[src/rtl/fsync_gen.sv]
module fsync_gen #(
  parameter int DIV_W = 8,
  parameter int FP_W  = 12
) (
  input  logic             clk,
  input  logic             rst_n,
  input  logic [DIV_W-1:0] cfg_div,
  input  logic [FP_W-1:0]  cfg_period,
  input  logic [FP_W-1:0]  cfg_width,
  input  logic             cfg_bclk_inv,
  input  logic             cfg_fs_inv,
  input  logic             gen_en,
  input  logic             fs_en,
  output logic             bclk,
  output logic             bclk_edge,
  output logic             fsync
);
  localparam int HW = DIV_W + 1;
  localparam logic [FP_W-1:0] PER_RST = FP_W'(31);
  localparam logic [FP_W-1:0] WID_RST = FP_W'(15);

  logic [DIV_W-1:0] div_s, dcnt;
  logic [FP_W-1:0]  per_s, wid_s, fcnt;
  logic             binv_s, finv_s, run, fs_run;

  wire            both_off = !gen_en && !fs_en;
  wire            fs_on    = gen_en && fs_en;
  wire            bit_next = gen_en && (!run || dcnt == div_s);
  wire [HW-1:0]   half     = ({1'b0, div_s} + HW'(2)) >> 1;

  assign bclk_edge = run && dcnt == '0;
  assign bclk      = (run && {1'b0, dcnt} < half) ^ binv_s;
  assign fsync     = (fs_run && fcnt <= wid_s) ^ finv_s;

  always_ff @(posedge clk or negedge rst_n) begin
    if (!rst_n) begin
      div_s  <= '0;
      per_s  <= PER_RST;
      wid_s  <= WID_RST;
      binv_s <= 1'b0;
      finv_s <= 1'b0;
    end else if (both_off) begin
      div_s  <= cfg_div;
      per_s  <= cfg_period;
      wid_s  <= cfg_width;
      binv_s <= cfg_bclk_inv;
      finv_s <= cfg_fs_inv;
    end
  end

  always_ff @(posedge clk or negedge rst_n) begin
    if (!rst_n) begin
      run  <= 1'b0;
      dcnt <= '0;
    end else if (!gen_en) begin
      run  <= 1'b0;
      dcnt <= '0;
    end else if (!run || dcnt == div_s) begin
      run  <= 1'b1;
      dcnt <= '0;
    end else begin
      dcnt <= dcnt + 1'b1;
    end
  end

  always_ff @(posedge clk or negedge rst_n) begin
    if (!rst_n) begin
      fs_run <= 1'b0;
      fcnt   <= '0;
    end else if (!fs_on) begin
      fs_run <= 1'b0;
      fcnt   <= '0;
    end else if (bit_next) begin
      if (!fs_run) begin
        fs_run <= 1'b1;
        fcnt   <= '0;
      end else if (fcnt == per_s) begin
        fcnt <= '0;
      end else begin
        fcnt <= fcnt + 1'b1;
      end
    end
  end


  fs_stop_chk: assert property (@(posedge clk) disable iff (!rst_n)
    !fs_on |=> !fs_run && fsync == finv_s);


  gen_stop_chk: assert property (@(posedge clk) disable iff (!rst_n)
    !gen_en |=> !bclk_edge && bclk == binv_s);


  fs_align_chk: assert property (@(posedge clk) disable iff (!rst_n)
    $rose(fs_run) |-> bclk_edge);


  edge_gap_chk: assert property (@(posedge clk) disable iff (!rst_n)
    bclk_edge && div_s != '0 && gen_en |=> !bclk_edge);


  slot_range_chk: assert property (@(posedge clk) disable iff (!rst_n)
    fs_run |-> fcnt <= per_s);


  cfg_hold_chk: assert property (@(posedge clk) disable iff (!rst_n)
    !both_off |=> $stable(div_s) && $stable(per_s) && $stable(wid_s)
                  && $stable(binv_s) && $stable(finv_s));
endmodule

[config.mk]
export PLATFORM = sky130hd
export DESIGN_NAME = fsync_gen
export DESIGN_NICKNAME = d
export VERILOG_FILES = /design/src/rtl/fsync_gen.sv
export SDC_FILE = /design/constraint.sdc
export NUM_CORES = 1
export LEC_CHECK = 0
export ABC_AREA = 0
export BUFFER_PORTS_ARGS = -buffer_cell sky130_fd_sc_hd__buf_2
export CAP_MARGIN = 30
export CORE_ASPECT_RATIO = 1.4
export CORE_MARGIN = 2
export CORE_UTILIZATION = 45
export DETAILED_ROUTE_END_ITERATION = 16
export SLEW_MARGIN = 20
export SYNTH_ARGS = -nofsm -noshare
export SYNTH_HDL_FRONTEND = slang
export SYNTH_SLANG_ARGS = --single-unit
[constraint.sdc]
create_clock -name clk -period 2.1 [get_ports clk]
set_input_delay 0.21 -clock clk [delete_from_list [all_inputs] [get_ports clk]]
set_output_delay 0.21 -clock clk [all_outputs]
set_load 0.05 [all_outputs]
==> results of run 1 <==
## sequential cells by signal, summed over array words and instances (netlist names)
signal,flops
div_s,8
fcnt,12
per_s,12
run,1
wid_s,12
dcnt,8
binv_s,1
fs_run,1
finv_s,1
## worst reg2reg max path, delay by kind of cell (launching register included)
| kind | cells | cell delay [ns] |
|---|---|---|
| AOI/OAI and AO/OA | 1 | 0.19 |
| xor gates and xnor gates | 1 | 0.14 |
| buffers and inverters | 3 | 0.49 |
| DFF | 1 | 0.42 |
| muxes | 1 | 0.27 |
| and+or+nand+nor | 2 | 0.25 |
## report_power, final
group	switching, mW	leakage [nW]	internal [mW]
combinational	0.307	1.10	0.316
sequential	0.0717	0.696	1.19
clock	0.373	0.0485	0.240
## final cells by class
class | count | area [um2] | area share [%]
clock buffer | 5 | 68.8 | 1.64
tap | 97 | 121 | 2.89
multi-input combinational | 237 | 1900 | 45.2
inverter | 28 | 105 | 2.50
clock inverter | 3 | 22.5 | 0.537
timing repair buffer | 85 | 569 | 13.6
sequential | 56 | 1410 | 33.7
## how the worst max path moves through the flow
| stage | startpoint | slack, ns | depth (start not counted) | endpoint |
|---|---|---|---|---|
| floorplan | div_s[1] | 0.002 | 9 | bclk |
| global placement | div_s[5] | -0.16 | 9 | bclk |
| detailed placement | div_s[5] | -0.19 | 9 | bclk |
| CTS | div_s[1] | -0.39 | 9 | bclk |
| global route | div_s[1] | -0.50 | 10 | bclk |
| finish | div_s[2] | -0.40 | 10 | bclk |
## layer usage
| metal | GRT usage [%] | wire, um |
|---|---|---|
| met1 | 23.5 | 3080 |
| met2 | 37.5 | 4330 |
| met3 | 2.63 | 188 |
| met4 | 7.27 | 221 |
| met5 | 0 | 0 |
## per-stage QoR
| step | util, % | instances | setup WS [ns] |
|---|---|---|---|
| 6_report | 57.8 | 511 | -0.401 |
| 5_1_grt | 57.8 | 511 | -0.503 |
| 4_1_cts | 56.8 | 509 | -0.389 |
| 3_5_place_dp | 54.3 | 499 | -0.194 |
| 3_3_place_gp | 54.3 | 499 | -0.160 |
| 2_1_floorplan | - | 334 | 0.00247 |
## kinds of logic after synthesis
| group | share of synthesized area (%) |
|---|---|
| buffers and inverters | 5.42 |
| and+or+nand+nor | 16.1 |
| AOI/OAI and AO/OA | 11.5 |
| adders and majority gates | 8.60 |
| xor gates and xnor gates | 8.11 |
| DFF | 42.2 |
| muxes | 8.07 |
## cell usage in the layout, fill, tap and decap left out, types with 2 or more instances in the layout
master / synthesis / final
sky130_fd_sc_hd__o211ai_1: 2 / 2
sky130_fd_sc_hd__a211o_1: 2 / 2
sky130_fd_sc_hd__nand3_1: 19 / 16
sky130_fd_sc_hd__ha_2: 0 / 3
sky130_fd_sc_hd__nand2_1: 29 / 28
sky130_fd_sc_hd__and2_1: 2 / 2
sky130_fd_sc_hd__nand4b_1: 2 / 2
sky130_fd_sc_hd__a21oi_1: 8 / 7
sky130_fd_sc_hd__nand4_1: 11 / 11
sky130_fd_sc_hd__nand3_2: 0 / 2
sky130_fd_sc_hd__nor2_1: 19 / 16
sky130_fd_sc_hd__dfstp_2: 9 / 9
sky130_fd_sc_hd__xnor2_1: 24 / 24
sky130_fd_sc_hd__buf_4: 2 / 43
sky130_fd_sc_hd__inv_1: 28 / 25
sky130_fd_sc_hd__xor2_1: 7 / 7
sky130_fd_sc_hd__ha_1: 23 / 18
sky130_fd_sc_hd__a31o_1: 9 / 9
sky130_fd_sc_hd__o21ai_0: 17 / 13
sky130_fd_sc_hd__mux2_2: 24 / 24
sky130_fd_sc_hd__o21ai_2: 1 / 4
sky130_fd_sc_hd__inv_2: 0 / 3
sky130_fd_sc_hd__o32ai_1: 10 / 10
sky130_fd_sc_hd__clkbuf_8: 0 / 5
sky130_fd_sc_hd__and3_1: 8 / 8
sky130_fd_sc_hd__nor2_4: 0 / 3
sky130_fd_sc_hd__buf_2: 4 / 38
sky130_fd_sc_hd__dfrtp_1: 47 / 47
sky130_fd_sc_hd__ha_4: 0 / 2
sky130_fd_sc_hd__nand2b_1: 3 / 2
## repair_timing
item                       in CTS  in global routing
pin swaps                       8                  9
gates resized for setup        18                 14
hold buffers                    1                  0
setup buffers                   1                  2
setup endpoints to repair       2                  2
hold endpoints to repair       19                  0
==> run summary, run 1 <==
The top achievable clock speed came out at 400 MHz. The die height is 106 um, and the final global-route overflow total is 0. After the first detailed-routing iteration, the DRC count stood at 225. The worst hold path depth works out to 1. The most numerous cell in the Yosys netlist is sky130_fd_sc_hd__dfrtp_1.

The run gives 0 as the post-route DRC violation count. The register clock-pin slew on the reported worst setup and hold paths was 0.11 ns. On the critical path, the stage with the largest delay is an instance of sky130_fd_sc_hd__dfrtp_1. The I/O pin total was 41.

STA classifies the critical path endpoint as a primary output. Among the stages of the critical path, the cell type that occurs most often is sky130_fd_sc_hd__ha_2. The kind of cell with the highest combined delay along the critical path is adder cells.

The post-layout total power came out at 2.50 mW. After synthesis the cells add up to 0.00335 mm2. The number of synthesized register bits was 56. The pin count of the biggest net entering global routing is 35, and the largest fanout of any net on the critical path is 4. Synthesis produced 334 cells.

The routed layout has 2731 vias. The finished cells cover 0.00420 mm2. The source-to-sink clock delay at the later pin of the worst-skew pair came out at 0.31 ns. The number of antenna diodes was 0; the sum of buffers and inverters on the critical path was 1. By area the synthesized netlist is led by sky130_fd_sc_hd__dfrtp_1 (35%), sky130_fd_sc_hd__ha_1 (8.6%), sky130_fd_sc_hd__mux2_2 (8.1%). For this design the ratio of total power to cell area is 596 mW/mm2. Clock tree synthesis found a total of 56 sinks. Final count of negative-setup-slack endpoints: 2. The worst hold path belongs to the class in2reg.

The flow ran to the end, but the final reports show violations. The longest clock path from root to sink contains 2 buffers. The least setup slack across all paths after layout is -0.401 ns. Summed over all layers, the routed wires come to 7820 um. For the final-report max-slew violation count, the log shows 0. TritonCTS built the clock tree. Of all flip-flops after synthesis, the portion carrying an async set or reset was 100%. The number of global-route vias before repair is 2726. In this run the critical register-to-register path is launched from div_s[1]. Dividing the final minimum period by the clock period gives 119%. The slew at the pin closest to its max-slew limit is 0.557 ns, and the proportion of netlist area held by the largest area contributor is 35.1%. Walking the worst path, the cells encountered are ha_2 -> nand2_2 -> nor2_4 -> xnor2_1 -> ha_2 -> o21ai_4 -> o21ai_2 -> a211oi_2 -> nand3_4 -> buf_8.

For the worst setup path, the data arrival time is 2.29 ns. The post-route netlist has 37.2% of its cells at a drive strength greater than 1. The worst pin sits at a relative slew slack of 62.8%. Fill cells in the final layout number 634. Setup repair after global routing could not meet its margin everywhere.

The number of I/O port buffers came out at 40. For the total negative slack for setup checks, the log shows -0.622 ns. The final reports fail on setup timing. The tools report the final worst hold slack as 0.0797 ns. For this configuration, the core starts out at a cell density of 46.0%. Among all flip-flop cells after synthesis, the most frequent one is sky130_fd_sc_hd__dfrtp_1. After detailed routing, the average wire length per cell comes to 15.3 um. Data on the critical path is required at its endpoint by 1.89 ns. In this run the cell area measured after placement is 0.00394 mm2. The final period demand of the worst path was 2.50 ns. The placed wire-length estimate after detailed placement was 5950 um; the post-synth net total was 395. The run gives 0 as the number of antenna violations at the first check in global routing. The area growth from synthesis to layout is 25.4%.

The detail route stage leaves a number of antenna-violating nets equal to 0. Across the run, the number of max-cap violations was 0. Detailed-routing iteration count for the pre-antenna-repair pass: 4. The unique cell type count in the Yosys netlist came out at 42. For the synthesis warning total, the log shows 0. The share of the Yosys chip area taken by registers is 42.2%.

The count of endpoints failing hold in the final timing report came out at 0. The floorplan die area is 0.00815 mm2. The endpoint identified for the worst register-to-register timing path is fcnt[0]. The worst setup path is launched from a flip-flop.

The largest area contributor in the netlist was sky130_fd_sc_hd__dfrtp_1. The tools report the leakage dissipation as 1.85 nW. In this run the most critical hold path is launched from gen_en.

The worst reg2reg path depth was 8. The path with the worst hold slack has its endpoint at run. At the end of routability-driven placement, the weighted congestion stood at 0.838. On the worst path, the slowest cell contributes a delay of 0.42 ns. The global-route wire length before repair was 13100 um.

The tools report the buffer cell driving the clock tree root as sky130_fd_sc_hd__clkbuf_8. Per-cell via count in the routed design: 5.34. After the last flow step, the layout net total stands at 474. Buffers inserted during clock tree synthesis total 5. A synthesized cell averages 10.0 um2. The global-route usage over all layers was 20.2%; the die span in x was 76.9 um. The setup path with the least slack is of type reg2out.

The placeable core region is 0.00727 mm2. The worst-case IR drop observed on VDD is 368 uV. The synthesized design contains 0 enable-type register cells. For the final database, setup skew stands at 0.0138 ns.

The floorplan has 37 rows. The H-tree was split into 2 levels. By count the netlist is led by sky130_fd_sc_hd__dfrtp_1 (47), sky130_fd_sc_hd__nand2_1 (29), sky130_fd_sc_hd__inv_1 (28), sky130_fd_sc_hd__mux2_2 (24), sky130_fd_sc_hd__xnor2_1 (24). The setup check on the worst reg-to-reg path leaves a slack of 0.24 ns.
Note: power is estimated with default switching activity, not from simulation.
==> run 2, diff against run 1 <==
Settings changed: CORE_ASPECT_RATIO 1.4 to 1.5.
==> run summary, run 2 (same netlist as run 1, synthesis figures left out) <==
The flow ran to the end, but the final reports show violations. The final reports fail on setup timing. The die span in x came out at 74.4 um.

Entering global routing, the biggest net connects 57 pins. At the worst endpoint, the arrival time is 2.29 ns. Dividing the final minimum period by the clock period gives 119%. The number of antenna violations at the first check in global routing is 0.

The worst pin sits at a relative slew slack of 51.5%. VDD sags by at most 484 uV. Top achievable clock speed: 399 MHz.

The run gives 746 uW as the net switching power figure. Traced cell by cell, the critical path runs through ha_2 -> nand2_2 -> nor2_4 -> xnor2_2 -> ha_4 -> or4_1 -> nor2_2 -> a211oi_2 -> nand3_4 -> buf_8. The first global-routing pass estimated 12600 um of wire. The largest individual stage delay along the critical path comes from the cell sky130_fd_sc_hd__or4_1.

Once the floorplan was initialized, standard cells occupied 46.3% of the core. Number of antenna diodes: 0. The largest fanout of any net on the critical path was 4; the floorplan die area was 0.00816 mm2.

For the least setup slack across all paths after layout, the log shows -0.403 ns. STA classifies the critical path endpoint as a primary output. The tree is rooted in a sky130_fd_sc_hd__clkbuf_8.

The first-iteration detailed-routing DRC count is 173, and the filler cell count is 682. STA classifies the critical path startpoint as a flip-flop. The kind of cell adding the most delay to the critical path was simple AND/OR/NAND/NOR gates. Clock latency on the worst-skew pair, taken at its later pin, is 0.32 ns. The net count of the finished layout is 470. 41 I/O pins were placed. With fillers left out, the area of the finished cells amounts to 0.00417 mm2. The clock tree synthesis step divided the H-tree into 2 levels. In the routed design, unresolved DRC markers number 0. Net switching is 29.7% of the power. The run gives 5 as the number of buffers created by CTS. The via count of the routed design is 2725. In the final layout, the registers with the most flip-flops are fcnt: 12 flops, per_s: 12 flops, wid_s: 12 flops.

The die height was 110 um; the number of I/O port buffers was 40. The sequential cell fraction of total power was 50.3%; the final period demand of the worst path was 2.50 ns. TritonCTS built the clock tree. Combinational cell fraction of total power: 24.2%. The top cell types in the final layout, fill and taps aside, are sky130_fd_sc_hd__dfrtp_1 (47), sky130_fd_sc_hd__buf_4 (40), sky130_fd_sc_hd__buf_2 (38), sky130_fd_sc_hd__nand2_1 (27), sky130_fd_sc_hd__inv_1 (25).

The worst-case clock skew was 0.0130 ns; the placeable core region was 0.00723 mm2. Detailed placement finished with a half-perimeter wire length of 5900 um. At the pin with the least slew margin, the transition time is 0.727 ns.

Setup violations remaining at the end of the flow were counted as 2. For the number of setup buffers added after CTS, the log shows 0. After detailed placement, the total cell area comes to 0.00395 mm2. The critical path is of the reg2out type. The run gives 2 as the worst-case clock buffer depth. Final global-route overflow total: 0. The routability-driven placement congestion ratio is 0.830, and the per-cell via count in the routed design is 5.34.

Clock tree synthesis found a total of 56 sinks. Setup repair after global routing could not meet its margin everywhere. The clock network is responsible for 25.5% of the overall power. The first detailed-routing pass ran for 4 iterations. Hold is met by 0.000657 ns.

The run gives 0 as the count of endpoints failing hold in the final timing report. Once layout is complete, the utilization of the core stands at 57.7%. The tools report the design internal power as 1.77 mW. The sum of buffers and inverters on the critical path was 1. Share of layout cells above drive strength 1: 36.3%.

The path category of the worst min-delay check was in2async. Compared with the post-synthesis result, the final layout area differs by 24.7%. The average wire per standard cell is 15.4 um.

Across the run, the number of max-cap violations was 0. Global-route usage over all layers: 20.5%. The power density over the cells was 602 mW/mm2. The final-report max-slew violation count is 0.

OpenSTA, run right after detailed placement, puts the worst setup slack at -0.197 ns. The largest single stage delay on the critical path is 0.48 ns. The logs give 1.83 nW for the leakage dissipation and 38 for the number of cell rows.

Clock-pin slew was measured on the worst setup and hold paths at 0.11 ns. The aggregate routed wire length is 7850 um. The number of antenna-violating nets in the routed design was 0. The number of global-route vias before repair is 2730.

The total negative slack for setup checks is -0.662 ns, and the required time reported for the critical path endpoint is 1.89 ns. Leaving out fill and tap cells, the most frequent cell in the layout is sky130_fd_sc_hd__dfrtp_1.
run 2: cell types whose count changed in the layout (fill, tap and decap cells not counted), sizes merged:
cell | before | now
buf | 84 | 81
clkinvlp | 0 | 2
clkbuf | 5 | 6
clkinv | 2 | 0
dlygate4sd3 | 1 | 0
inv | 29 | 28
run 2: worst paths after layout:
check | slack, ns | startpoint | cells past startpoint | end
max | -0.40 | div_s[2] | 10 | bclk
min | 0.0007 | rst_n | 2 | wid_s[8]
max reg2reg | 0.23 | fcnt[4] | 7 | fcnt[0]
min reg2reg | 0.51 | wid_s[2] | 2 | wid_s[2]
max in group asynchronous | 1.59 | rst_n | 2 | wid_s[9]
min in group clk | 0.08 | gen_en | 1 | run
run 2: power by group through the flow:
| stage | registers [mW] | logic, mW | clock network, mW |
|---|---|---|---|
| after detailed placement | 1.28 | 0.556 | 0 |
| after global placement | 1.28 | 0.544 | 0 |
| after floorplan | 1.27 | 0.356 | 0 |
| after global routing | 1.28 | 0.676 | 0.707 |
| final | 1.26 | 0.609 | 0.640 |
| after CTS | 1.26 | 0.590 | 0.668 |
run 2: layout make-up:
cell class	count	area [um2]	share of cell area, %
Multi-Input combinational cell	237	1900	45.4
Tap cell	100	125	3.00
Clock buffer	6	82.6	1.98
Timing Repair Buffer	81	537	12.9
Clock inverter	2	15.0	0.360
Sequential cell	56	1410	33.9
Inverter	28	105	2.52
run 2: repair_timing:
action	CTS	global route
pin swaps	8	10
endpoints found under the setup margin	2	2
gates resized for setup	17	13
hold endpoints to repair	0	0
hold buffers	0	0
run 2: through the flow:
stage	total power, mW	cells
6_report	2.51	510
5_1_grt	2.66	510
4_1_cts	2.52	510
3_5_place_dp	1.84	502
3_3_place_gp	1.82	502
2_1_floorplan	1.63	334
run 2: per-layer routing:
metal | global-route usage [%] | routed length, um
met1 | 22.4 | 3040
met2 | 39.1 | 4510
met3 | 3.21 | 154
met4 | 6.89 | 148
met5 | 0 | 0
